===== src/rtl/wdt_guard_pkg.sv =====
package wdt_guard_pkg;

    localparam int CNT_W       = 16;
    localparam int PRE_W       = 4;
    localparam int BASE_SHIFT  = 9;
    localparam int NUM_PERIODS = 8;
    localparam int SEL_W       = $clog2(NUM_PERIODS);

    typedef struct packed {
        logic [PRE_W-1:0] pre;
        logic             intsel;
        logic             status;
        logic             en;
    } ctrl_t;

    localparam int REG_W = $bits(ctrl_t) + 1;

    localparam ctrl_t CTRL_RESET = '{pre: PRE_W'(1), intsel: 1'b0, status: 1'b0, en: 1'b0};

    typedef enum logic [1:0] {
        TMO_NONE,
        TMO_RESET,
        TMO_IRQ
    } tmo_kind_e;

    function automatic logic is_immediate(input logic [PRE_W-1:0] pre);
        return pre >= PRE_W'(NUM_PERIODS);
    endfunction

    function automatic logic [CNT_W-1:0] period_limit(input logic [SEL_W-1:0] sel);
        int sh;
        sh = int'(sel) + BASE_SHIFT;
        return CNT_W'(((CNT_W+1)'(1) << sh) - (CNT_W+1)'(1));
    endfunction

endpackage


===== src/rtl/wdt_unlock.sv =====
module wdt_unlock (
    input  logic clk,
    input  logic rst,
    input  logic bus_stb,
    input  logic bus_we,
    input  logic bus_hit,
    input  logic unlock_bit,
    output logic wr_ok
);
    logic armed_q;
    logic reg_wr;

    assign reg_wr = bus_stb && bus_we && bus_hit;
    assign wr_ok  = armed_q && reg_wr;

    // Any bus cycle consumes the arm; only an unlock write made while not armed re-arms.
    always_ff @(posedge clk) begin
        if (rst) begin
            armed_q <= 1'b0;
        end else if (bus_stb) begin
            armed_q <= !armed_q && reg_wr && unlock_bit;
        end
    end

    // a bus cycle that is not an unlock blocks a write in the next cycle
    assert_cancel_R3: assert property (@(posedge clk) disable iff (rst)
        (bus_stb && !(reg_wr && unlock_bit)) |=> !wr_ok);

    // an accepted write never arms the next one
    assert_no_chain_R2: assert property (@(posedge clk) disable iff (rst)
        wr_ok |=> !wr_ok);

endmodule


===== src/rtl/wdt_period_counter.sv =====
module wdt_period_counter
    import wdt_guard_pkg::*;
(
    input  logic             clk,
    input  logic             rst,
    input  logic             tick,
    input  logic             run,
    input  logic             hold,
    input  logic             clr,
    input  logic [SEL_W-1:0] sel,
    output logic             expire
);
    logic [CNT_W-1:0] cnt_q;
    logic [CNT_W-1:0] limit;

    assign limit  = period_limit(sel);
    assign expire = run && !hold && tick && (cnt_q == limit);

    always_ff @(posedge clk) begin
        if (rst || !run || clr || expire) begin
            cnt_q <= '0;
        end else if (tick && !hold) begin
            cnt_q <= cnt_q + 1'b1;
        end
    end

    // the running count never passes the selected limit
    assert_cnt_bound_R4: assert property (@(posedge clk) disable iff (rst)
        (run && !hold) |-> (cnt_q <= limit));

    // without a tick the count does not move
    assert_tick_gate_R4: assert property (@(posedge clk) disable iff (rst)
        (run && !tick && !clr && !hold && $past(run)) |=> $stable(cnt_q));

endmodule


===== src/rtl/wdt_guard.sv =====
module wdt_guard
    import wdt_guard_pkg::*;
(
    input  logic       clk,
    input  logic       rst,
    input  logic       tick_en,
    input  logic       bus_stb,
    input  logic       bus_we,
    input  logic       bus_hit,
    input  logic [7:0] bus_wdata,
    output logic [7:0] bus_rdata,
    input  logic       psm_evt,
    input  logic       nmi_ack,
    output logic       rst_req,
    output logic       nmi_req
);
    ctrl_t     ctrl_q, ctrl_d, wr_fields;
    tmo_kind_e kind;
    logic      wr_ok, expire, imm;
    logic      rst_req_q, nmi_q;

    assign wr_fields = ctrl_t'(bus_wdata[REG_W-1:1]);
    assign imm       = is_immediate(ctrl_q.pre);

    wdt_unlock u_unlock (
        .clk        (clk),
        .rst        (rst),
        .bus_stb    (bus_stb),
        .bus_we     (bus_we),
        .bus_hit    (bus_hit),
        .unlock_bit (bus_wdata[0]),
        .wr_ok      (wr_ok)
    );

    wdt_period_counter u_cnt (
        .clk    (clk),
        .rst    (rst),
        .tick   (tick_en),
        .run    (ctrl_q.en),
        .hold   (imm),
        .clr    (wr_ok && wr_fields.en),
        .sel    (ctrl_q.pre[SEL_W-1:0]),
        .expire (expire)
    );

    always_comb begin
        if (!ctrl_q.en)     kind = TMO_NONE;
        else if (imm)       kind = TMO_RESET;
        else if (expire)    kind = ctrl_q.intsel ? TMO_IRQ : TMO_RESET;
        else                kind = TMO_NONE;
    end

    // Priority: software write, then timeout effects, then supply-monitor clear.
    always_comb begin
        ctrl_d = ctrl_q;
        if (wr_ok) begin
            ctrl_d.pre    = wr_fields.pre;
            ctrl_d.intsel = wr_fields.intsel;
            ctrl_d.en     = wr_fields.en;
            ctrl_d.status = ctrl_q.status & wr_fields.status;
        end
        if (kind != TMO_NONE)  ctrl_d.status = 1'b1;
        if (kind == TMO_RESET) ctrl_d.en     = 1'b0;
        if (psm_evt)           ctrl_d.en     = 1'b0;
    end

    always_ff @(posedge clk) begin
        if (rst) begin
            ctrl_q    <= CTRL_RESET;
            rst_req_q <= 1'b0;
            nmi_q     <= 1'b0;
        end else begin
            ctrl_q    <= ctrl_d;
            rst_req_q <= (kind == TMO_RESET);
            nmi_q     <= (kind == TMO_IRQ) || (nmi_q && !nmi_ack);
        end
    end

    assign bus_rdata = {ctrl_q, 1'b0};
    assign rst_req   = rst_req_q;
    assign nmi_req   = nmi_q;

    // reset request is a single-cycle pulse
    assert_rst_pulse_R6: assert property (@(posedge clk) disable iff (rst)
        rst_req |=> !rst_req);

    // a reset request comes with the watchdog switched off
    assert_rst_clears_en_R6: assert property (@(posedge clk) disable iff (rst)
        rst_req |-> !ctrl_q.en);

    // every request is recorded in the status bit
    assert_status_set_R9: assert property (@(posedge clk) disable iff (rst)
        (rst_req || $rose(nmi_req)) |-> ctrl_q.status);

    // the interrupt request holds until acknowledged
    assert_nmi_hold_R7: assert property (@(posedge clk) disable iff (rst)
        (nmi_req && !nmi_ack) |=> nmi_req);

    // reserved and immediate codes request reset on the next cycle
    assert_immediate_R8: assert property (@(posedge clk) disable iff (rst)
        (ctrl_q.en && imm) |=> rst_req);

    // a supply-monitor event switches the watchdog off
    assert_psm_R10: assert property (@(posedge clk) disable iff (rst)
        psm_evt |=> !ctrl_q.en);

endmodule


===== config.mk =====
export PLATFORM = sky130hd
export DESIGN_NAME = wdt_guard
export DESIGN_NICKNAME = d
export VERILOG_FILES = /design/src/rtl/wdt_guard_pkg.sv /design/src/rtl/wdt_unlock.sv /design/src/rtl/wdt_period_counter.sv /design/src/rtl/wdt_guard.sv
export SDC_FILE = /design/constraint.sdc
export NUM_CORES = 1
export LEC_CHECK = 0
export BUFFER_PORTS_ARGS = -buffer_cell sky130_fd_sc_hd__buf_2
export CAP_MARGIN = 30
export CORE_MARGIN = 2
export CORE_UTILIZATION = 59
export DETAILED_ROUTE_END_ITERATION = 7
export HOLD_SLACK_MARGIN = 0.1
export PLACE_DENSITY = 0.91
export SYNTH_ARGS = -nofsm -noshare
export SYNTH_HDL_FRONTEND = slang
export SYNTH_SLANG_ARGS = --single-unit

===== constraint.sdc =====
create_clock -name clk -period 5.59 [get_ports clk]
set_clock_uncertainty 0.15 [all_clocks]
set_input_delay 0.559 -clock clk [delete_from_list [all_inputs] [get_ports clk]]
set_output_delay 0.559 -clock clk [all_outputs]
set_load 0.02 [all_outputs]

# After elaboration in Yosys (flattened, before gate mapping)
# Index checks and enable logic that the tools add are counted.
# op_classes
magnitude_cmp,1
n_mul,0
reduce_logical,22
div_mod_pow,0
mux,6
bitwise,1
n_addsub,3
shift,1
eq_ne,3
# op_table
op,n
$shl A1 B32 Y16 const A,1
$add A16 B1 Y16 const B,1
$eq A16 B16 Y1,1
$sub A16 B2 Y16 const B,1
$logic_and A1 B1 Y1,11
$mux W2,5
$add A3 B4 Y5 const B,1
$ge A4 B4 Y1 const B,1
$logic_not A1 Y1,4
$logic_or A1 B1 Y1,4
$reduce_bool A2 Y1,2
$reduce_or A3 Y1,1
$eq A2 B1 Y1 const B,1
$eq A2 B2 Y1 const B,1
$and A1 B1 Y1,1
$mux W1,1
# word_totals
mem_count,0
inputBits,16
ramBits,0
output_inout_bits,10
mem_bits_ro,0
latch_bits,0
ff_bits,26
wordCells,45

# Logic depth before layout (Yosys ltp)
# Gate-level depths: netlist of the first run.
# logic_depth
word_depth,10
depth_mapped,9
depth_no_buf,7

# By module
# Synthesis of the first run repeated with hierarchy kept, for this count alone.
# hier_totals
cells_unflattened,175
area_unflattened_um2,1629.1
# modules_own_cells
module,instances,cells_each,seq_area_each_um2,area_per_inst_um2
wdt_period_counter,1,132,320.3,1206.2
wdt_guard,1,38,180.2,362.8
wdt_unlock,1,5,20.0,60.1

# Worst setup path after synthesis of the first run
# No wires, ideal clock.
# synth_timing
path_type,register to register
from,register ctrl_q (netlist bit bus_rdata[5])
to,register ctrl_q (netlist bit bus_rdata[1])
path_buffers,2
setup_slack_ps,2959
t_required_ps,5321
period_less_slack_ps,2631
arrival_ps,2361
setup_time_ps,119
stages_incl_launch_ff,10
cell_sequence,dfxtp_1 -> buf_2 -> and2_1 -> ha_1 -> or3_4 -> a2111oi_0 -> o32ai_1 -> nor4_4 -> buf_4 -> a21oi_1
# synth_between
elab_chain_len,10
word_cells_on_any_way,14
cone_classes,add/sub: 2; order compare: 1; eq/ne: 2; shift: 1; mux: 3; reduce/logical: 5
# synth_rtl
item,line_no,text
from (decl),wdt_guard.sv:17,"ctrl_t ctrl_q, ctrl_d, wr_fields;"
from (signal assigned),wdt_guard.sv:73,ctrl_q <= ctrl_d;
$add A3 B4 Y5 / $ge A4 B4 Y1 (equally long branches),"wdt_guard_pkg.sv:32, wdt_guard_pkg.sv:27",
$shl A1 B32 Y16 / $logic_not A1 Y1 (equally long branches),"wdt_guard_pkg.sv:33, wdt_period_counter.sv:17",
$sub A16 B2 Y16 / $logic_and A1 B1 Y1 (equally long branches),"wdt_guard_pkg.sv:33, wdt_period_counter.sv:17",
$eq A16 B16 Y1 / $logic_and A1 B1 Y1 (equally long branches),wdt_period_counter.sv:17,assign expire = run && !hold && tick && (cnt_q == limit);
$logic_and A1 B1 Y1,wdt_period_counter.sv:17,
$mux W2,wdt_guard.sv:49,else if (expire) kind = ctrl_q.intsel ? TMO_IRQ : TMO_RESET;
$mux W2 *,wdt_guard.sv:48,else if (imm) kind = TMO_RESET;
$mux W2 *,wdt_guard.sv:47,if (!ctrl_q.en) kind = TMO_NONE;
$eq A2 B1 Y1 *,wdt_guard.sv:63,if (kind == TMO_RESET) ctrl_d.en = 1'b0;
$reduce_or A3 Y1 (no source line) *,-,
# Mark *: on every way between the ends. The rest lies on a longest branch, timed or not.
# A chain may end at the register's enable or synchronous reset.

# Worst setup path after layout of the first run
# layout_timing
from,register ctrl_q (netlist bit bus_rdata[5])
to,register ctrl_q (netlist bit bus_rdata[2])
# layout_between
elab_chain_len,10
word_cells_on_any_way,15
cone_classes,add/sub: 2; order compare: 1; eq/ne: 1; shift: 1; mux: 4; reduce/logical: 6
# layout_rtl
item,line_no,text
$add A3 B4 Y5 / $ge A4 B4 Y1 (equally long branches),"wdt_guard_pkg.sv:32, wdt_guard_pkg.sv:27",
$shl A1 B32 Y16 / $logic_not A1 Y1 (equally long branches),"wdt_guard_pkg.sv:33, wdt_period_counter.sv:17",
$sub A16 B2 Y16 / $logic_and A1 B1 Y1 (equally long branches),"wdt_guard_pkg.sv:33, wdt_period_counter.sv:17",
$eq A16 B16 Y1 / $logic_and A1 B1 Y1 (equally long branches),wdt_period_counter.sv:17,
$logic_and A1 B1 Y1,wdt_period_counter.sv:17,
$mux W2,wdt_guard.sv:49,
$mux W2 *,wdt_guard.sv:48,
$mux W2 *,wdt_guard.sv:47,
$reduce_bool A2 Y1 *,wdt_guard.sv:62,if (kind != TMO_NONE) ctrl_d.status = 1'b1;
$mux W1 / $reduce_bool A2 Y1 (equally long branches),-,
# Marks and branches as above.

==> results of run 1 <==
[through the flow]
stage,power (uW),cells,hold WS (ns)
3_5_place_dp,201,218,0.345
6_report,329,222,0.271
4_1_cts,330,222,0.271
3_3_place_gp,200,218,0.339
5_1_grt,336,222,0.286
2_1_floorplan,195,176,0.357
[power groups by stage]
stage	Clock [uW]	Combinational [uW]	Sequential (uW)
floorplan	0	4.97	190
global placement	0	10.3	190
detailed placement	0	11.0	190
CTS	133	11.1	186
global route	137	12.5	186
finish	132	11.2	186
[worst min-delay path by stage]
stage | endpoint | depth (start not counted) | start
floorplan | u_cnt.cnt_q[7] | 2 | u_cnt.cnt_q[7]
global placement | bus_rdata[3] | 2 | bus_rdata[3]
detailed placement | bus_rdata[3] | 2 | bus_rdata[3]
CTS | bus_rdata[4] | 2 | bus_wdata[4]
global route | bus_rdata[4] | 2 | bus_wdata[4]
finish | bus_rdata[4] | 2 | bus_wdata[4]
[sequential cells by signal (all words and copies together), names as in the netlist]
register          cells
u_cnt.cnt_q          16
bus_rdata             7
nmi_req               1
rst_req               1
u_unlock.armed_q      1
[Yosys cell counts (2+ instances only)]
| cell | n | area, um2 |
|---|---|---|
| nand2b_1 | 3 | 18.8 |
| inv_1 | 5 | 18.8 |
| nand3_1 | 2 | 10.0 |
| buf_2 | 2 | 10.0 |
| nor2_1 | 7 | 26.3 |
| o21ai_0 | 2 | 10.0 |
| nand2_1 | 19 | 71.3 |
| nor4_1 | 2 | 12.5 |
| xor2_1 | 9 | 78.8 |
| and2_1 | 2 | 12.5 |
| a211o_1 | 2 | 17.5 |
| nand4_1 | 6 | 37.5 |
| nor2b_1 | 4 | 25.0 |
| ha_1 | 3 | 37.5 |
| dfxtp_1 | 26 | 521 |
| nor3_1 | 20 | 100 |
| xnor2_1 | 9 | 78.8 |
| and4_1 | 3 | 26.3 |
| and4b_1 | 2 | 20.0 |
| a2111oi_0 | 2 | 17.5 |
| a221o_1 | 2 | 20.0 |
| a211oi_1 | 2 | 15.0 |
| clkbuf_1 | 5 | 18.8 |
| a21oi_1 | 9 | 45.0 |
| mux2i_1 | 2 | 20.0 |
| buf_4 | 3 | 22.5 |
[layer usage]
layer  GRT usage [%]  up-vias  part of all wire, %
met5               0        -                    0
met4            13.8        0                  2.7
met3            4.10        9                  5.4
met2            42.2       55                   49
met1            30.2      606                   42
li1                -      672                    -
[layout make-up]
type	instances	area, um2	share of cell area (%)
Multi-Input combinational cell	133	893	54.4
Sequential cell	26	520	31.7
Timing Repair Buffer	24	120	7.31
Tap cell	30	37.5	2.28
Clock inverter	1	30.0	1.83
Clock buffer	3	22.5	1.37
Inverter	5	18.8	1.14
[cell families (layout without fill, tap and decap cells)]
family	Yosys count	after routing	synth area share, %
multiplexers	3	3	2.09
other	1	1	0.250
buffers and inverters	17	33	5.75
AND/OR/NAND/NOR	79	79	30.3
flip-flops	26	26	34.7
AO/OA/AOI/OAI	29	29	13.9
adder cells (fa/ha/maj)	3	3	2.50
XOR/XNOR	18	18	10.5
==> qor.yml, run 1 <==
status: "complete, no violations"
cp_slowest_cell: "nor4_4"
crit_required_ns: 5.73
setup_ws_ns: 2.28
ioPinCount: 26
grt_pass1_vias: 1230
grt_max_degree: 21
hold_class: "primary input to flop"
pre_cts_ws_ns: 2.36
synth_area_per_cell_um2: 8.52
p_switching_uw: 65.5
clock-sinks: 26
async_flop_share_pct: 0
ys.flop_type: "dfxtp_1"
drt_iter0_drc: 25
route.final.wire_length_um: 3310
critPathArrivalTime_ns: 3.45
crit_end: "bus_rdata[2]"
place_congestion: 0.857
worstSkewPairLatency_ns: 0.34
crit_chain: "and2_1 -> ha_1 -> or3_4 -> a2111oi_0 -> o32ai_1 -> nor4_4 -> o21a_1"
cts-resized-gates: 0
ys_seq_area_share_pct: 34.7
rsz0062_at_grt: "no"
die_h_um: 54.4
num_vias: 1342
period_needed_ns: 3.31
hold_viol: 0
drc: 0
start_kind: "flop"
finalSetupTns_ns: 0
drive_above_1_share_pct: 17.7
worst-path-buf-inv: 0
final_common_cell: "dfxtp_1"
placementRows: 18
post_cts_buffers: 0
synth_cells: 176
nets: 212
core_um2: 2430
io_buffers: 24
avgRoutedWirePerCell_um: 14.9
fin_util_pct: 67.5
synth-edff-count: 0
hpwl_um: 2380
die_w_um: 54.4
cpPeakStageDelay_ns: 0.78
cp-startpoint: "bus_rdata[5]"
path_clk_slew_ns: 0.14
drv_slew: 0
p_comb_share_pct: 3.4
grt_pass1_wl_um: 5330
cts_tree: "yes"
p_clk_share_pct: 40.1
final_cell_mix: "dfxtp_1 (26), buf_2 (24), nor3_1 (20)"
cts_inserted_buffers: 3
path_depth: 7
grt_usage_pct: 25.0
syn_nets: 195
start_util_pct: 61.7
fill_cells: 188
htree_levels: 1
root_buffer: "clkbuf_4"
hold_buffers: 0
worst_pin_slew_ns: 1.01
switching_share_pct: 19.9
critical_path_class: "flop to flop"
ir_drop_mv: 0.207
crit_fanout: 20
final_area_um2: 1640
routed_via_density: 6.05
p_seq_share_pct: 56.5
finalCritPeriodShare_pct: 59.2
firstDrtPassIters: 4
overflow: 0
crit_family: "simple AND/OR/NAND/NOR gates"
leakagePower_uw: 0.000596
clock_path_buffers: 2
critPathCaptureType: "flop"
num_antenna_cells: 0
ant_nets: 0
synth_cell_types: 49
antenna_found_initial: 0
r2r-end: "bus_rdata[2]"
internal_power_uw: 264
post_dp_cell_area_um2: 1590
ff2ff_path_depth: 7
slew_headroom_pct: 32.0
area_growth_pct: 9.51
crit-reg2reg-launch: "bus_rdata[5]"
yosysWarnings: 0
die_area_um2: 2960
r2r_setup_slack_ns: 2.28
cap_violations: 0
ys_ff_latch: 26
power.density_nw_per_um2: 200
max_freq_mhz: 302
syn_area_um2: 1500
setup_viol: 0
(Power assumes the default switching activity.)
==> run 2, diff against run 1 <==
--- a/config.mk
+++ b/config.mk
@@ -8,10 +8,10 @@
 export BUFFER_PORTS_ARGS = -buffer_cell sky130_fd_sc_hd__buf_2
 export CAP_MARGIN = 30
 export CORE_MARGIN = 2
-export CORE_UTILIZATION = 59
+export CORE_UTILIZATION = 55
 export DETAILED_ROUTE_END_ITERATION = 7
 export HOLD_SLACK_MARGIN = 0.1
-export PLACE_DENSITY = 0.91
+export PLACE_DENSITY = 0.87
 export SYNTH_ARGS = -nofsm -noshare
 export SYNTH_HDL_FRONTEND = slang
 export SYNTH_SLANG_ARGS = --single-unit
==> constraint.sdc (replaced) <==
create_clock -name clk -period 3.41 [get_ports clk]
set_clock_uncertainty 0.15 [all_clocks]
set_input_delay 0.341 -clock clk [delete_from_list [all_inputs] [get_ports clk]]
set_output_delay 0.341 -clock clk [all_outputs]
set_load 0.02 [all_outputs]
==> run 2 against run 1 <==
Net effect: hold slack worse by 0.13 ns; final cell count is 2.7% higher; clock power is 63% higher; via count is 8.4% higher; first-iteration DRC count grew to 2.9 times the previous value; combinational power is 110% higher; critical path depth is 1 higher; worst setup slack worse by 1.7 ns; core utilization is 0.13 points lower; non-clock buffer count is 6 higher; count of clock-buffer cells in the layout stayed put; fmax is 18% higher; critical path type unchanged; critical endpoint is now u_cnt.cnt_q[6]; largest power group unchanged.
==> qor.yml, run 2 (synthesis results as in run 1) <==
die_h_um: 56.2
start_util_pct: 59.5
crit-reg2reg-launch: "bus_rdata[5]"
die_area_um2: 3160
ioPinCount: 26
drt_iter0_drc: 72
r2r-end: "u_cnt.cnt_q[6]"
hold_path_depth: 3
cts-resized-gates: 0
cts_tree: "yes"
hold_viol: 0
num_vias: 1455
slew_headroom_pct: 63.9
largest_register: "u_cnt.cnt_q"
num_antenna_cells: 0
grt_pass1_wl_um: 6310
nets: 218
grt_max_degree: 21
switching_share_pct: 19.8
htree_levels: 1
grt_pass1_vias: 1473
critical_path_class: "flop to flop"
ant_nets: 0
overflow: 0
placementRows: 18
worstSkewPairLatency_ns: 0.33
root_buffer: "clkbuf_4"
p_clk_share_pct: 39.5
ir_drop_mv: 0.288
p_switching_uw: 108
largest_register_ffs: 16
period_needed_ns: 2.82
min_to: "nmi_req"
power.density_nw_per_um2: 320
hold_buffers: 5
antenna_found_initial: 0
max_freq_mhz: 355
status: "complete, no violations"
setup_viol: 0
global_route.usage.met3_pct: 3.72
final_common_cell: "dfxtp_1"
crit_required_ns: 3.46
cap_violations: 0
internal_power_uw: 436
place_congestion: 0.812
route.final.wire_length_um: 3710
cts_inserted_buffers: 3
stdcell_count: 228
critPathArrivalTime_ns: 2.87
finalSetupTns_ns: 0
final_cell_mix: "dfxtp_1 (26), buf_2 (24), nor3_1 (20)"
grt.busiest_layer: "met2"
core_um2: 2520
cp-startpoint: "bus_rdata[5]"
die_w_um: 56.2
hold_class: "primary input to flop"
drv_slew: 0
p_comb_share_pct: 4.4
hold_path_startpoint: "nmi_ack"
drc: 0
area_growth_pct: 13.3
crit_fanout: 20
clock_path_buffers: 2
use_met2_pct: 42.9
ff2ff_path_depth: 8
firstDrtPassIters: 4
rsz0062_at_grt: "no"
grt_usage_pct: 24.7
start_kind: "flop"
post_cts_buffers: 0
path_clk_slew_ns: 0.14
clock-sinks: 26
r2r_setup_slack_ns: 0.59
critPathCaptureType: "flop"
hpwl_um: 2510
leakagePower_uw: 0.000622
met1_usage_pct: 27.7
dp_cells: 219
p_seq_share_pct: 56.1
worst_pin_slew_ns: 0.540
finalCritPeriodShare_pct: 82.6
drive_above_1_share_pct: 17.7
fill_cells: 184
routed_via_density: 6.38
io_buffers: 24
avgRoutedWirePerCell_um: 16.3
run 2: changes by cell type in the layout (fill, tap and decap cells not counted), sizes merged:
cell / before / now
buf: 24 / 25
dlygate4sd3: 0 / 5
run 2: worst max-delay path, stage by stage (launching register included):
cell	delay [ns]
dfxtp_1	0.58
and2_1	0.22
ha_1	0.30
or3_4	0.38
a2111oi_0	0.38
o32ai_1	0.18
nor4_4	0.14
buf_4	0.27
nor3_1	0.10
run 2: metal layers:
layer,wire length [um],vias to the layer above
met1,1480,671
li1,-,680
met3,244,22
met5,0,-
met2,1790,82
met4,199,0
run 2: worst max path at each step:
stage	endpoint	cells after the start
6_report	u_cnt.cnt_q[6]	8
5_1_grt	u_cnt.cnt_q[15]	8
4_1_cts	u_cnt.cnt_q[6]	8
3_5_place_dp	u_cnt.cnt_q[6]	8
3_3_place_gp	u_cnt.cnt_q[3]	8
2_1_floorplan	bus_rdata[1]	9
run 2: power groups by stage:
stage	Combinational (uW)	Clock, uW	Sequential [uW]
floorplan	8.14	0	312
global placement	16.9	0	312
detailed placement	18.1	0	312
CTS	22.5	215	305
global route	25.7	225	305
finish	23.9	215	305
run 2: cell type report:
cell class,instances,area [um2],share of cell area [%]
multi-input cells,133,893,52.5
repair buffers,30,178,10.4
inverters,5,18.8,1.10
well taps,30,37.5,2.21
flip-flops and latches,26,520,30.6
clock buffers,3,22.5,1.32
clock inverters,1,30.0,1.77
run 2: per-stage QoR:
step	instance area [um2]	power, uW	worst slack, ns	util (%)	hold WS, ns
2_1_floorplan	1500	320	0.779	-	0.309
3_3_place_gp	1600	329	0.786	63.3	0.335
3_5_place_dp	1600	330	0.669	63.3	0.348
4_1_cts	1700	543	0.642	67.4	0.142
5_1_grt	1700	556	0.485	67.4	0.143
6_report	1700	544	0.593	67.4	0.142
